[config.mk]
export PLATFORM = sky130hd
export DESIGN_NAME = net_irq_status
export DESIGN_NICKNAME = d
export VERILOG_FILES = /design/src/rtl/net_irq_pkg.sv /design/src/rtl/net_irq_sticky.sv /design/src/rtl/net_irq_cfg.sv /design/src/rtl/net_irq_gate.sv /design/src/rtl/net_irq_status.sv
export SDC_FILE = /design/constraint.sdc
export NUM_CORES = 1
export LEC_CHECK = 0
export BUFFER_PORTS_ARGS = -buffer_cell sky130_fd_sc_hd__clkbuf_2
export CAP_MARGIN = 5
export CORE_MARGIN = 2
export CORE_UTILIZATION = 31
export DETAILED_ROUTE_END_ITERATION = 10
export HOLD_SLACK_MARGIN = 0.12
export PLACE_DENSITY_LB_ADDON = 0.15
export REMOVE_ABC_BUFFERS = 1
export SLEW_MARGIN = 15
export SYNTH_ARGS = -nofsm -noshare
export SYNTH_HDL_FRONTEND = slang
export SYNTH_SLANG_ARGS = --single-unit
[constraint.sdc]
create_clock -name clk -period 0.8 [get_ports clk]
set_input_delay 0.08 -clock clk [delete_from_list [all_inputs] [get_ports clk]]
set_output_delay 0.08 -clock clk [all_outputs]
set_load 0.01 [all_outputs]
[src/rtl/net_irq_pkg.sv]
package net_irq_pkg;
   localparam int unsigned OFS_ENABLE = 8'h00;
   localparam int unsigned OFS_KEEP   = 8'h04;
   localparam int unsigned OFS_DRAIN  = 8'h08;
   localparam int unsigned OFS_MASK   = 8'h0C;

   typedef struct packed {
      logic wr_enable;
      logic wr_keep;
      logic wr_mask;
      logic rd_drain;
   } reg_strobe_t;
endpackage

[src/rtl/net_irq_sticky.sv]
module net_irq_sticky #(
   parameter int NSRC = 4
) (
   input  logic            clk,
   input  logic            rst_n,
   input  logic [NSRC-1:0] set_i,
   input  logic [NSRC-1:0] clr_i,
   output logic [NSRC-1:0] stat_o
);
   generate
      for (genvar i = 0; i < NSRC; i++) begin : g_bit
         always_ff @(posedge clk or negedge rst_n) begin
            if (!rst_n)          stat_o[i] <= 1'b0;
            else if (set_i[i])   stat_o[i] <= 1'b1;
            else if (clr_i[i])   stat_o[i] <= 1'b0;
         end

         AST_BIT_HOLDS: assert property (@(posedge clk) disable iff (!rst_n)
            (stat_o[i] && !clr_i[i]) |=> stat_o[i]);
         AST_SET_WINS: assert property (@(posedge clk) disable iff (!rst_n)
            set_i[i] |=> stat_o[i]);
      end
   endgenerate
endmodule

[src/rtl/net_irq_cfg.sv]
module net_irq_cfg #(
   parameter int NSRC     = 4,
   parameter int DATA_W   = 32,
   parameter int MASK_BIT = 15
) (
   input  logic              clk,
   input  logic              rst_n,
   input  logic              wr_enable_i,
   input  logic              wr_mask_i,
   input  logic [DATA_W-1:0] wdata_i,
   output logic [NSRC-1:0]   en_o,
   output logic              mask_o
);
   always_ff @(posedge clk or negedge rst_n) begin
      if (!rst_n) begin
         en_o   <= '0;
         mask_o <= 1'b0;
      end else begin
         if (wr_enable_i) en_o   <= wdata_i[NSRC-1:0];
         if (wr_mask_i)   mask_o <= wdata_i[MASK_BIT];
      end
   end

   AST_EN_STABLE: assert property (@(posedge clk) disable iff (!rst_n)
      !wr_enable_i |=> $stable(en_o));
   AST_MASK_STABLE: assert property (@(posedge clk) disable iff (!rst_n)
      !wr_mask_i |=> $stable(mask_o));
endmodule

[src/rtl/net_irq_gate.sv]
module net_irq_gate #(
   parameter int NSRC    = 4,
   parameter bit IRQ_REG = 1'b1
) (
   input  logic            clk,
   input  logic            rst_n,
   input  logic [NSRC-1:0] stat_i,
   input  logic [NSRC-1:0] en_i,
   input  logic            mask_i,
   output logic            irq_o
);
   logic any_live;
   assign any_live = |(stat_i & en_i);

   generate
      if (IRQ_REG) begin : g_reg
         always_ff @(posedge clk or negedge rst_n) begin
            if (!rst_n) irq_o <= 1'b0;
            else        irq_o <= any_live & mask_i;
         end
         AST_MASK_LOW: assert property (@(posedge clk) disable iff (!rst_n)
            !mask_i |=> !irq_o);
         AST_IRQ_RAISE: assert property (@(posedge clk) disable iff (!rst_n)
            (mask_i && any_live) |=> irq_o);
      end else begin : g_comb
         assign irq_o = any_live & mask_i;
      end
   endgenerate
endmodule

[src/rtl/net_irq_status.sv]
module net_irq_status #(
   parameter int NSRC     = 4,
   parameter int ADDR_W   = 8,
   parameter int DATA_W   = 32,
   parameter int MASK_BIT = 15,
   parameter bit IRQ_REG  = 1'b1
) (
   input  logic              clk,
   input  logic              rst_n,
   input  logic [NSRC-1:0]   evt_i,
   input  logic              wr_en_i,
   input  logic              rd_en_i,
   input  logic [ADDR_W-1:0] addr_i,
   input  logic [DATA_W-1:0] wdata_i,
   output logic [DATA_W-1:0] rdata_o,
   output logic              irq_o
);
   import net_irq_pkg::*;

   localparam int PAD_W = DATA_W - NSRC;

   generate
      if (NSRC < 1 || NSRC > MASK_BIT) begin : g_bad_nsrc
         $error("NSRC must be between 1 and MASK_BIT");
      end
      if (MASK_BIT >= DATA_W) begin : g_bad_mask
         $error("MASK_BIT must be below DATA_W");
      end
      if (ADDR_W < 4) begin : g_bad_addr
         $error("ADDR_W too small for the register map");
      end
   endgenerate

   reg_strobe_t     stb;
   logic [NSRC-1:0] stat_q;
   logic [NSRC-1:0] en_q;
   logic            mask_q;
   logic [NSRC-1:0] set_v;
   logic [NSRC-1:0] clr_v;

   always_comb begin
      stb.wr_enable = wr_en_i && (addr_i == ADDR_W'(OFS_ENABLE));
      stb.wr_keep   = wr_en_i && (addr_i == ADDR_W'(OFS_KEEP));
      stb.wr_mask   = wr_en_i && (addr_i == ADDR_W'(OFS_MASK));
      stb.rd_drain  = rd_en_i && (addr_i == ADDR_W'(OFS_DRAIN));
   end

   assign set_v = evt_i | (stb.wr_keep ? wdata_i[NSRC-1:0] : '0);
   assign clr_v = stb.rd_drain ? stat_q : '0;

   net_irq_sticky #(.NSRC(NSRC)) u_sticky (
      .clk(clk), .rst_n(rst_n), .set_i(set_v), .clr_i(clr_v), .stat_o(stat_q)
   );

   net_irq_cfg #(.NSRC(NSRC), .DATA_W(DATA_W), .MASK_BIT(MASK_BIT)) u_cfg (
      .clk(clk), .rst_n(rst_n),
      .wr_enable_i(stb.wr_enable), .wr_mask_i(stb.wr_mask),
      .wdata_i(wdata_i), .en_o(en_q), .mask_o(mask_q)
   );

   net_irq_gate #(.NSRC(NSRC), .IRQ_REG(IRQ_REG)) u_gate (
      .clk(clk), .rst_n(rst_n), .stat_i(stat_q), .en_i(en_q),
      .mask_i(mask_q), .irq_o(irq_o)
   );

   always_comb begin
      rdata_o = '0;
      if (rd_en_i) begin
         if (addr_i == ADDR_W'(OFS_ENABLE))
            rdata_o = {{PAD_W{1'b0}}, en_q};
         else if (addr_i == ADDR_W'(OFS_KEEP) || addr_i == ADDR_W'(OFS_DRAIN))
            rdata_o = {{PAD_W{1'b0}}, stat_q};
         else if (addr_i == ADDR_W'(OFS_MASK))
            rdata_o[MASK_BIT] = mask_q;
      end
   end

   AST_DRAIN_EMPTIES: assert property (@(posedge clk) disable iff (!rst_n)
      (stb.rd_drain && evt_i == '0) |=> (stat_q == '0));
   AST_EVT_LANDS: assert property (@(posedge clk) disable iff (!rst_n)
      (|evt_i) |=> ((stat_q & $past(evt_i)) == $past(evt_i)));
   AST_KEEP_WRITE_SETS: assert property (@(posedge clk) disable iff (!rst_n)
      stb.wr_keep |=> ((stat_q & $past(wdata_i[NSRC-1:0])) == $past(wdata_i[NSRC-1:0])));
   AST_ONE_STROBE: assert property (@(posedge clk) disable iff (!rst_n)
      $onehot0({stb.wr_enable, stb.wr_keep, stb.wr_mask}));
endmodule

==> impl_results.rst, run 1 <==
.. list-table::
   :header-rows: 1

   * - Metric
     - Value
   * - Layout area overhead
     - 32.5%
   * - Unrepaired setup endpoints after global routing
     - true
   * - Hold_sp
     - evt_i[0]
   * - Most repeated cell in the gate-level netlist after synthesis
     - sky130_fd_sc_hd__buf_4
   * - Kind of launch point of the worst setup path
     - flip-flop
   * - Yosys warning count
     - 0
   * - Placement Rows
     - 18
   * - Slew Viols, Final
     - 0
   * - Port Buf Inserts
     - 26
   * - Min Clock Period, post-route
     - 1.24 ns
   * - Failing checks
     - negative setup slack
   * - Register area
     - 250 um^2
   * - Detailed-placement wirelength estimate
     - 1.38 mm
   * - Setup TNS Final
     - -3.44 ns
   * - Count of antenna-violating nets left after detailed routing
     - 0
   * - Maximum buffer depth of the clock tree
     - 2
   * - Fraction of synthesized cell area taken by the top area cell type
     - 0.324
   * - Pleak
     - 0.537 nW
   * - Total vias in the final route
     - 652
   * - Launch point of the critical path
     - u_cfg.en_o[0]$_DFFE_PN0P_
   * - Run status
     - finished with violations
   * - Vertical die dimension
     - 53.9 um
   * - # setup viols final
     - 16
   * - Final Instance Area
     - 0.00102 mm^2
   * - Cell type contributing the most total cell area after synthesis
     - sky130_fd_sc_hd__dfrtp_1
   * - Global-route usage over all layers
     - 0.132
   * - Critical path class
     - flip-flop to output pin
   * - Overall die width
     - 53.9 um
   * - Initial core utilization
     - 0.321
   * - Io pins
     - 81
   * - Core Footprint
     - 0.00241 mm^2
   * - Maximum number of pins on one net before global-route repair
     - 11
   * - Root cell of the clock tree
     - sky130_fd_sc_hd__clkbuf_4
   * - Combined area of all synthesized cells
     - 773 um^2
   * - Finished Layout Cells
     - 150
   * - Count of unresolved DRC violations after routing
     - 0
   * - Max-cap check violation count
     - 0
   * - Portion of the post-synthesis area used by sequential elements
     - 0.324
   * - Most area-consuming cells after synthesis
     - sky130_fd_sc_hd__dfrtp_1, sky130_fd_sc_hd__buf_4, sky130_fd_sc_hd__mux2_2
   * - Sinks on the clock net
     - 10
   * - Die area
     - 0.00291 mm^2
   * - Number of hold buffers added after cts
     - 1
   * - Initial antenna violation count
     - 0
   * - Number of nets in the layout
     - 170
   * - Kind of end point of the critical path
     - output pin
   * - Areal power density over the cells
     - 1110 mW/mm^2
   * - Post-synthesis sequential element count
     - 10
   * - EDFF count, synth
     - 0
   * - Main flop type after synthesis
     - sky130_fd_sc_hd__dfrtp_1
   * - Clock transition time at the flip-flop clock pins of the worst setup and hold paths
     - 0.06 ns
   * - Total wire length
     - 1.72 mm
   * - Wire length of the first global-routing pass
     - 2.61 mm
   * - Starting DRT DRC Count
     - 3
   * - Signal arrival time at the worst endpoint
     - 1.16 ns
   * - Largest vdd supply drop
     - 0.000768 V
   * - Max frequency
     - 810 MHz
   * - Post-Synthesis Cells
     - 76
   * - Final weighted congestion in routability-driven placement
     - 0.675
   * - H-tree depth
     - 1
   * - Final critical-path setup slack
     - -0.435 ns
   * - Post-layout total power
     - 1.14 mW
   * - Worst reg2reg startpoint
     - u_sticky.stat_o[3]$_DFFE_PN0P_
   * - Filler cell count in the final layout
     - 268
   * - Clock latency of the later-clocked register in the worst-skew pair
     - 0.26 ns
   * - Worst-path fanout max
     - 3
   * - Setup skew after layout
     - 0.000532 ns
   * - Via-to-Cell Ratio
     - 4.35
   * - Count of placed standard cells including taps
     - 141
   * - Number of diodes added for antenna fixing
     - 0
   * - Number of endpoints with negative hold slack in the final report
     - 0
   * - Count of cell types in the netlist
     - 20
   * - Proportion of register bits with asynchronous set or reset after synthesis
     - 1.00
   * - Clock tree from TritonCTS
     - yes
   * - Average wire per standard cell
     - 11.5 um
   * - Fraction of final layout cells with drive strength greater than 1
     - 0.467
   * - Placed Area
     - 913 um^2
   * - Vias in the first global route
     - 583
   * - Period Utilization, post-route
     - 1.54
   * - Data required, critical path
     - 0.72 ns
   * - Total overflow reported by the global router
     - 0
   * - First drt pass iteration count
     - 3
   * - Syn avg cell area
     - 10.2 um^2
   * - Cell types with the highest counts after synthesis
     - sky130_fd_sc_hd__buf_4, sky130_fd_sc_hd__dfrtp_1, sky130_fd_sc_hd__nor2_1, sky130_fd_sc_hd__mux2_2
   * - Min-Delay Path Class
     - primary input to flip-flop
   * - Number of buffers created by CTS
     - 3
   * - Total area of multi-input combinational cells
     - 444 um^2
## flip-flops by register name (all words and copies together) (netlist names)
register	count
u_cfg.mask_o	1
u_gate.irq_o	1
u_cfg.en_o	4
u_sticky.stat_o	4
## critical path, cell delays in order (launching register included)
cell                        delay (ns)
sky130_fd_sc_hd__dfrtp_1          0.41
sky130_fd_sc_hd__mux2i_1          0.15
sky130_fd_sc_hd__a2bb2oi_1        0.16
sky130_fd_sc_hd__nor2_1           0.05
sky130_fd_sc_hd__clkbuf_2         0.12
## where the power goes
part	total, mW	internal, mW	leakage (nW)	switching, mW
combinational	0.274	0.125	0.405	0.150
clock	0.334	0.173	0.0138	0.161
sequential	0.528	0.519	0.118	0.00923
## placed cells by master (no fill, tap or decap)
master / netlist / layout
sky130_fd_sc_hd__a21boi_1: 0 / 1
sky130_fd_sc_hd__a221o_1: 4 / 4
sky130_fd_sc_hd__a22oi_1: 2 / 1
sky130_fd_sc_hd__a22oi_2: 0 / 1
sky130_fd_sc_hd__a2bb2oi_1: 4 / 4
sky130_fd_sc_hd__and2_1: 1 / 1
sky130_fd_sc_hd__and2b_1: 1 / 1
sky130_fd_sc_hd__and3_2: 1 / 1
sky130_fd_sc_hd__buf_2: 1 / 1
sky130_fd_sc_hd__buf_4: 27 / 16
sky130_fd_sc_hd__buf_8: 0 / 1
sky130_fd_sc_hd__clkbuf_2: 0 / 24
sky130_fd_sc_hd__clkbuf_4: 0 / 3
sky130_fd_sc_hd__conb_1: 1 / 27
sky130_fd_sc_hd__dfrtp_1: 10 / 10
sky130_fd_sc_hd__dlygate4sd3_1: 0 / 1
sky130_fd_sc_hd__mux2_2: 5 / 4
sky130_fd_sc_hd__mux2_4: 0 / 1
sky130_fd_sc_hd__mux2i_1: 4 / 4
sky130_fd_sc_hd__nand2_1: 1 / 1
sky130_fd_sc_hd__nand3_2: 0 / 1
sky130_fd_sc_hd__nand4_1: 1 / 1
sky130_fd_sc_hd__nand4_4: 0 / 2
sky130_fd_sc_hd__nor2_1: 7 / 7
sky130_fd_sc_hd__nor4_4: 1 / 1
sky130_fd_sc_hd__nor4b_1: 1 / 1
## final cells by class
| cell class | instances | area share |
|---|---|---|
| Clock buffer | 3 | 0.0220 |
| Multi-Input combinational cell | 64 | 0.433 |
| Sequential cell | 10 | 0.244 |
| Tap cell | 30 | 0.0366 |
| Timing Repair Buffer | 43 | 0.264 |
## through the flow
stage | hold WS [ns] | util | setup slack [ns]
after CTS | 0.0244 | 0.418 | -0.447
after global routing | 0.0272 | 0.425 | -0.521
final | 0.0274 | 0.425 | -0.435
after floorplan | -0.216 | - | -0.289
after detailed placement | -0.0300 | 0.379 | -0.552
after global placement | -0.0332 | 0.379 | -0.517
## metal layers
layer,up-vias,track usage,routed length (um)
li1,311,-,-
met1,304,0.157,690
met2,35,0.220,864
met3,2,0.0250,154
met4,0,0.0769,13
met5,-,0,0
## final timing paths
kind | end | slack [ns] | cells past startpoint
setup / recovery | rdata_o[0] | -0.44 | 4
hold / removal | u_sticky.stat_o[0]$_DFFE_PN0P_ | 0.03 | 2
setup reg to reg | u_sticky.stat_o[3]$_DFFE_PN0P_ | -0.18 | 2
hold reg to reg | u_cfg.mask_o$_DFFE_PN0P_ | 0.55 | 1
max in group asynchronous | u_sticky.stat_o[0]$_DFFE_PN0P_ | 0.38 | 2
min in group asynchronous | u_cfg.en_o[2]$_DFFE_PN0P_ | 0.22 | 2
## cell families after synthesis
| kind of cell | synth area share |
|---|---|
| flip-flops | 0.324 |
| buffers and inverters | 0.269 |
| AND/OR/NAND/NOR | 0.152 |
| multiplexers | 0.125 |
| other | 0.00485 |
| AO/OA/AOI/OAI | 0.126 |
## what timing repair did
item                                    4_1_cts  5_1_grt
endpoints found under the hold margin        19        9
pin swaps                                    10        2
setup buffers                                 4        1
endpoints found under the setup margin       16       16
resized for setup                             5        4
No activity file was read; power rests on OpenSTA's default activity.
==> run 2: changes to the inputs <==
--- a/config.mk
+++ b/config.mk
@@ -7,8 +7,10 @@
 export LEC_CHECK = 0
 export BUFFER_PORTS_ARGS = -buffer_cell sky130_fd_sc_hd__clkbuf_2
 export CAP_MARGIN = 5
+export CELL_PAD_IN_SITES_DETAIL_PLACEMENT = 1
+export CELL_PAD_IN_SITES_GLOBAL_PLACEMENT = 2
 export CORE_MARGIN = 2
-export CORE_UTILIZATION = 31
+export CORE_UTILIZATION = 15
 export DETAILED_ROUTE_END_ITERATION = 10
 export HOLD_SLACK_MARGIN = 0.12
 export PLACE_DENSITY_LB_ADDON = 0.15
@@ -17,3 +19,4 @@
 export SYNTH_ARGS = -nofsm -noshare
 export SYNTH_HDL_FRONTEND = slang
 export SYNTH_SLANG_ARGS = --single-unit
+export TNS_END_PERCENT = 100
==> impl_results.rst, run 2 (synthesis results as in run 1) <==
.. list-table::
   :header-rows: 1

   * - Metric
     - Value
   * - Clock transition time at the flip-flop clock pins of the worst setup and hold paths
     - 0.05 ns (was 0.06 ns)
   * - Overall die width
     - 75.8 um (was 53.9 um)
   * - Final Instance Area
     - 0.00116 mm^2 (was 0.00102 mm^2)
   * - Data required, critical path
     - 0.72 ns (about the same)
   * - Total stage count of the critical path
     - 4 (unchanged)
   * - First drt pass iteration count
     - 2 (was 3)
   * - Delay of the slowest cell on the worst path
     - 0.37 ns (was 0.41 ns)
   * - Starting DRT DRC Count
     - 8 (was 3)
   * - Clock tree from TritonCTS
     - yes (unchanged)
   * - Register area
     - 250 um^2 (unchanged)
   * - Sinks on the clock net
     - 10 (unchanged)
   * - Slowest cell on the critical path
     - sky130_fd_sc_hd__dfrtp_1 (unchanged)
   * - Io pins
     - 81 (unchanged)
   * - Count of antenna-violating nets left after detailed routing
     - 0 (unchanged)
   * - Global-route usage over all layers
     - 0.0795 (was 0.132)
   * - Kind of launch point of the worst setup path
     - flip-flop (unchanged)
   * - Worst-path fanout max
     - 2 (was 3)
   * - Registers with the highest flip-flop counts
     - u_cfg.en_o (4), u_sticky.stat_o (4) (unchanged)
   * - Clock latency of the later-clocked register in the worst-skew pair
     - 0.23 ns (was 0.26 ns)
   * - Hold slack final
     - 0.0481 ns (was 0.0274 ns)
   * - Via-to-Cell Ratio
     - 3.40 (was 4.35)
   * - Port Buf Inserts
     - 26 (unchanged)
   * - Vertical die dimension
     - 75.8 um (was 53.9 um)
   * - H-tree depth
     - 1 (unchanged)
   * - Maximum number of pins on one net before global-route repair
     - 11 (unchanged)
   * - Count of unresolved DRC violations after routing
     - 0 (unchanged)
   * - Most frequent cells in the layout
     - sky130_fd_sc_hd__conb_1, sky130_fd_sc_hd__clkbuf_2, sky130_fd_sc_hd__buf_4, sky130_fd_sc_hd__dfrtp_1, sky130_fd_sc_hd__nor2_1 (unchanged)
   * - Core Footprint
     - 0.00504 mm^2 (was 0.00241 mm^2)
   * - Slew Viols, Final
     - 0 (unchanged)
   * - Count of cells along the worst hold path
     - 2 (unchanged)
   * - Critical path class
     - flip-flop to output pin (unchanged)
   * - Areal power density over the cells
     - 1150 mW/mm^2 (was 1110 mW/mm^2)
   * - Min-Delay Path Class
     - primary input to flip-flop (unchanged)
   * - Cell family contributing the most delay on the critical path
     - flip-flops (unchanged)
   * - Layout area overhead
     - 49.7% (was 32.5%)
   * - Buffering stage count on the worst path with inverters included
     - 1 (unchanged)
   * - Final weighted congestion in routability-driven placement
     - 0.713 (was 0.675)
   * - Total overflow reported by the global router
     - 0 (unchanged)
   * - Failing checks
     - negative setup slack (unchanged)
   * - Average wire per standard cell
     - 11.3 um (was 11.5 um)
   * - Fraction of final layout cells with drive strength greater than 1
     - 0.496 (was 0.467)
   * - Placement Rows
     - 26 (was 18)
   * - Number of hold buffers added after cts
     - 1 (unchanged)
   * - Kind of end point of the critical path
     - output pin (unchanged)
   * - Maximum buffer depth of the clock tree
     - 2 (unchanged)
   * - Wire length of the first global-routing pass
     - 3.26 mm (was 2.61 mm)
   * - Filler cell count in the final layout
     - 611 (was 268)
   * - Die area
     - 0.00574 mm^2 (was 0.00291 mm^2)
   * - Commonest non-fill, non-tap cell in the layout
     - sky130_fd_sc_hd__conb_1 (unchanged)
   * - Max-cap check violation count
     - 0 (unchanged)
   * - Period Utilization, post-route
     - 1.52 (was 1.54)
   * - Largest vdd supply drop
     - 0.000556 V (was 0.000768 V)
   * - Post-layout total power
     - 1.33 mW (was 1.14 mW)
   * - Placed Area
     - 993 um^2 (was 913 um^2)
   * - Cell depth of the worst flop-to-flop path
     - 3 (was 2)
   * - Total area of multi-input combinational cells
     - 448 um^2 (was 444 um^2)
   * - DP Worst Slack
     - -0.608 ns (was -0.552 ns)
   * - Initial antenna violation count
     - 0 (unchanged)
   * - Number of buffers created by CTS
     - 3 (unchanged)
   * - Unrepaired setup endpoints after global routing
     - true (unchanged)
   * - Detailed-placement wirelength estimate
     - 1.84 mm (was 1.38 mm)
   * - Max frequency
     - 821 MHz (was 810 MHz)
   * - Setup skew after layout
     - 0.00210 ns (was 0.000532 ns)
   * - Min Clock Period, post-route
     - 1.22 ns (was 1.24 ns)
   * - Setup TNS Final
     - -4.71 ns (was -3.44 ns)
   * - Initial core utilization
     - 0.153 (was 0.321)
   * - Total wire length
     - 2.23 mm (was 1.72 mm)
   * - Vias in the first global route
     - 720 (was 583)
   * - Signal arrival time at the worst endpoint
     - 1.14 ns (was 1.16 ns)
   * - Pleak
     - 0.581 nW (was 0.537 nW)
   * - Root cell of the clock tree
     - sky130_fd_sc_hd__clkbuf_8 (was sky130_fd_sc_hd__clkbuf_4)
   * - # setup viols final
     - 15 (was 16)
   * - Final critical-path setup slack
     - -0.418 ns (was -0.435 ns)
   * - Number of nets in the layout
     - 177 (was 170)
   * - Number of diodes added for antenna fixing
     - 0 (unchanged)
   * - Number of endpoints with negative hold slack in the final report
     - 0 (unchanged)
   * - Run status
     - finished with violations (unchanged)
   * - Total vias in the final route
     - 670 (was 652)
   * - Ordered list of cells on the worst path
     - mux2i_1 -> a2bb2oi_1 -> nor2_1 -> buf_2 (was mux2i_1 -> a2bb2oi_1 -> nor2_1 -> clkbuf_2)
[run 2: final cells by class]
class,count,area share
multi-input cells,64,0.387
repair buffers,50,0.285
flip-flops and latches,10,0.216
well taps,70,0.0757
clock buffers,3,0.0357
[run 2: power breakdown]
part           total (mW)  internal (mW)  leakage [nW]  switching (mW)
clock network       0.508          0.328        0.0216           0.180
logic               0.298          0.137         0.442           0.161
registers           0.528          0.521         0.118         0.00733
total                1.33          0.986         0.581           0.348
[run 2: per-layer routing]
layer,GRT usage,up-vias,share of wire
li1,-,323,-
met4,0.0292,0,0.0036
met3,0.0132,2,0.063
met5,0,-,0
met1,0.0957,313,0.45
met2,0.141,32,0.49
[run 2: path summary, 6_finish.rpt]
| path | slack (ns) | from | end |
|---|---|---|---|
| max reg2reg | -0.29 | u_sticky.stat_o[3]$_DFFE_PN0P_ | u_sticky.stat_o[3]$_DFFE_PN0P_ |
| min in group asynchronous | 0.25 | rst_n | u_sticky.stat_o[1]$_DFFE_PN0P_ |
| min reg2reg | 0.54 | u_cfg.mask_o$_DFFE_PN0P_ | u_cfg.mask_o$_DFFE_PN0P_ |
| max in group asynchronous | 0.33 | rst_n | u_gate.irq_o$_DFF_PN0_ |
| max | -0.42 | u_sticky.stat_o[1]$_DFFE_PN0P_ | rdata_o[1] |
| min | 0.05 | evt_i[0] | u_sticky.stat_o[0]$_DFFE_PN0P_ |
[run 2: stage by stage]
stage | cells | utilization
3_5_place_dp | 185 | 0.197
4_1_cts | 195 | 0.220
5_1_grt | 197 | 0.230
6_report | 197 | 0.230
2_1_floorplan | 74 | -
3_3_place_gp | 185 | 0.197
[run 2: timing repair]
| item | CTS | global route |
|---|---|---|
| gates cloned | 0 | 0 |
| endpoints found under the hold margin | 19 | 7 |
| setup buffers | 6 | 2 |
| resized for setup | 4 | 10 |
| pin swaps | 4 | 9 |
| setup endpoints to repair | 15 | 16 |
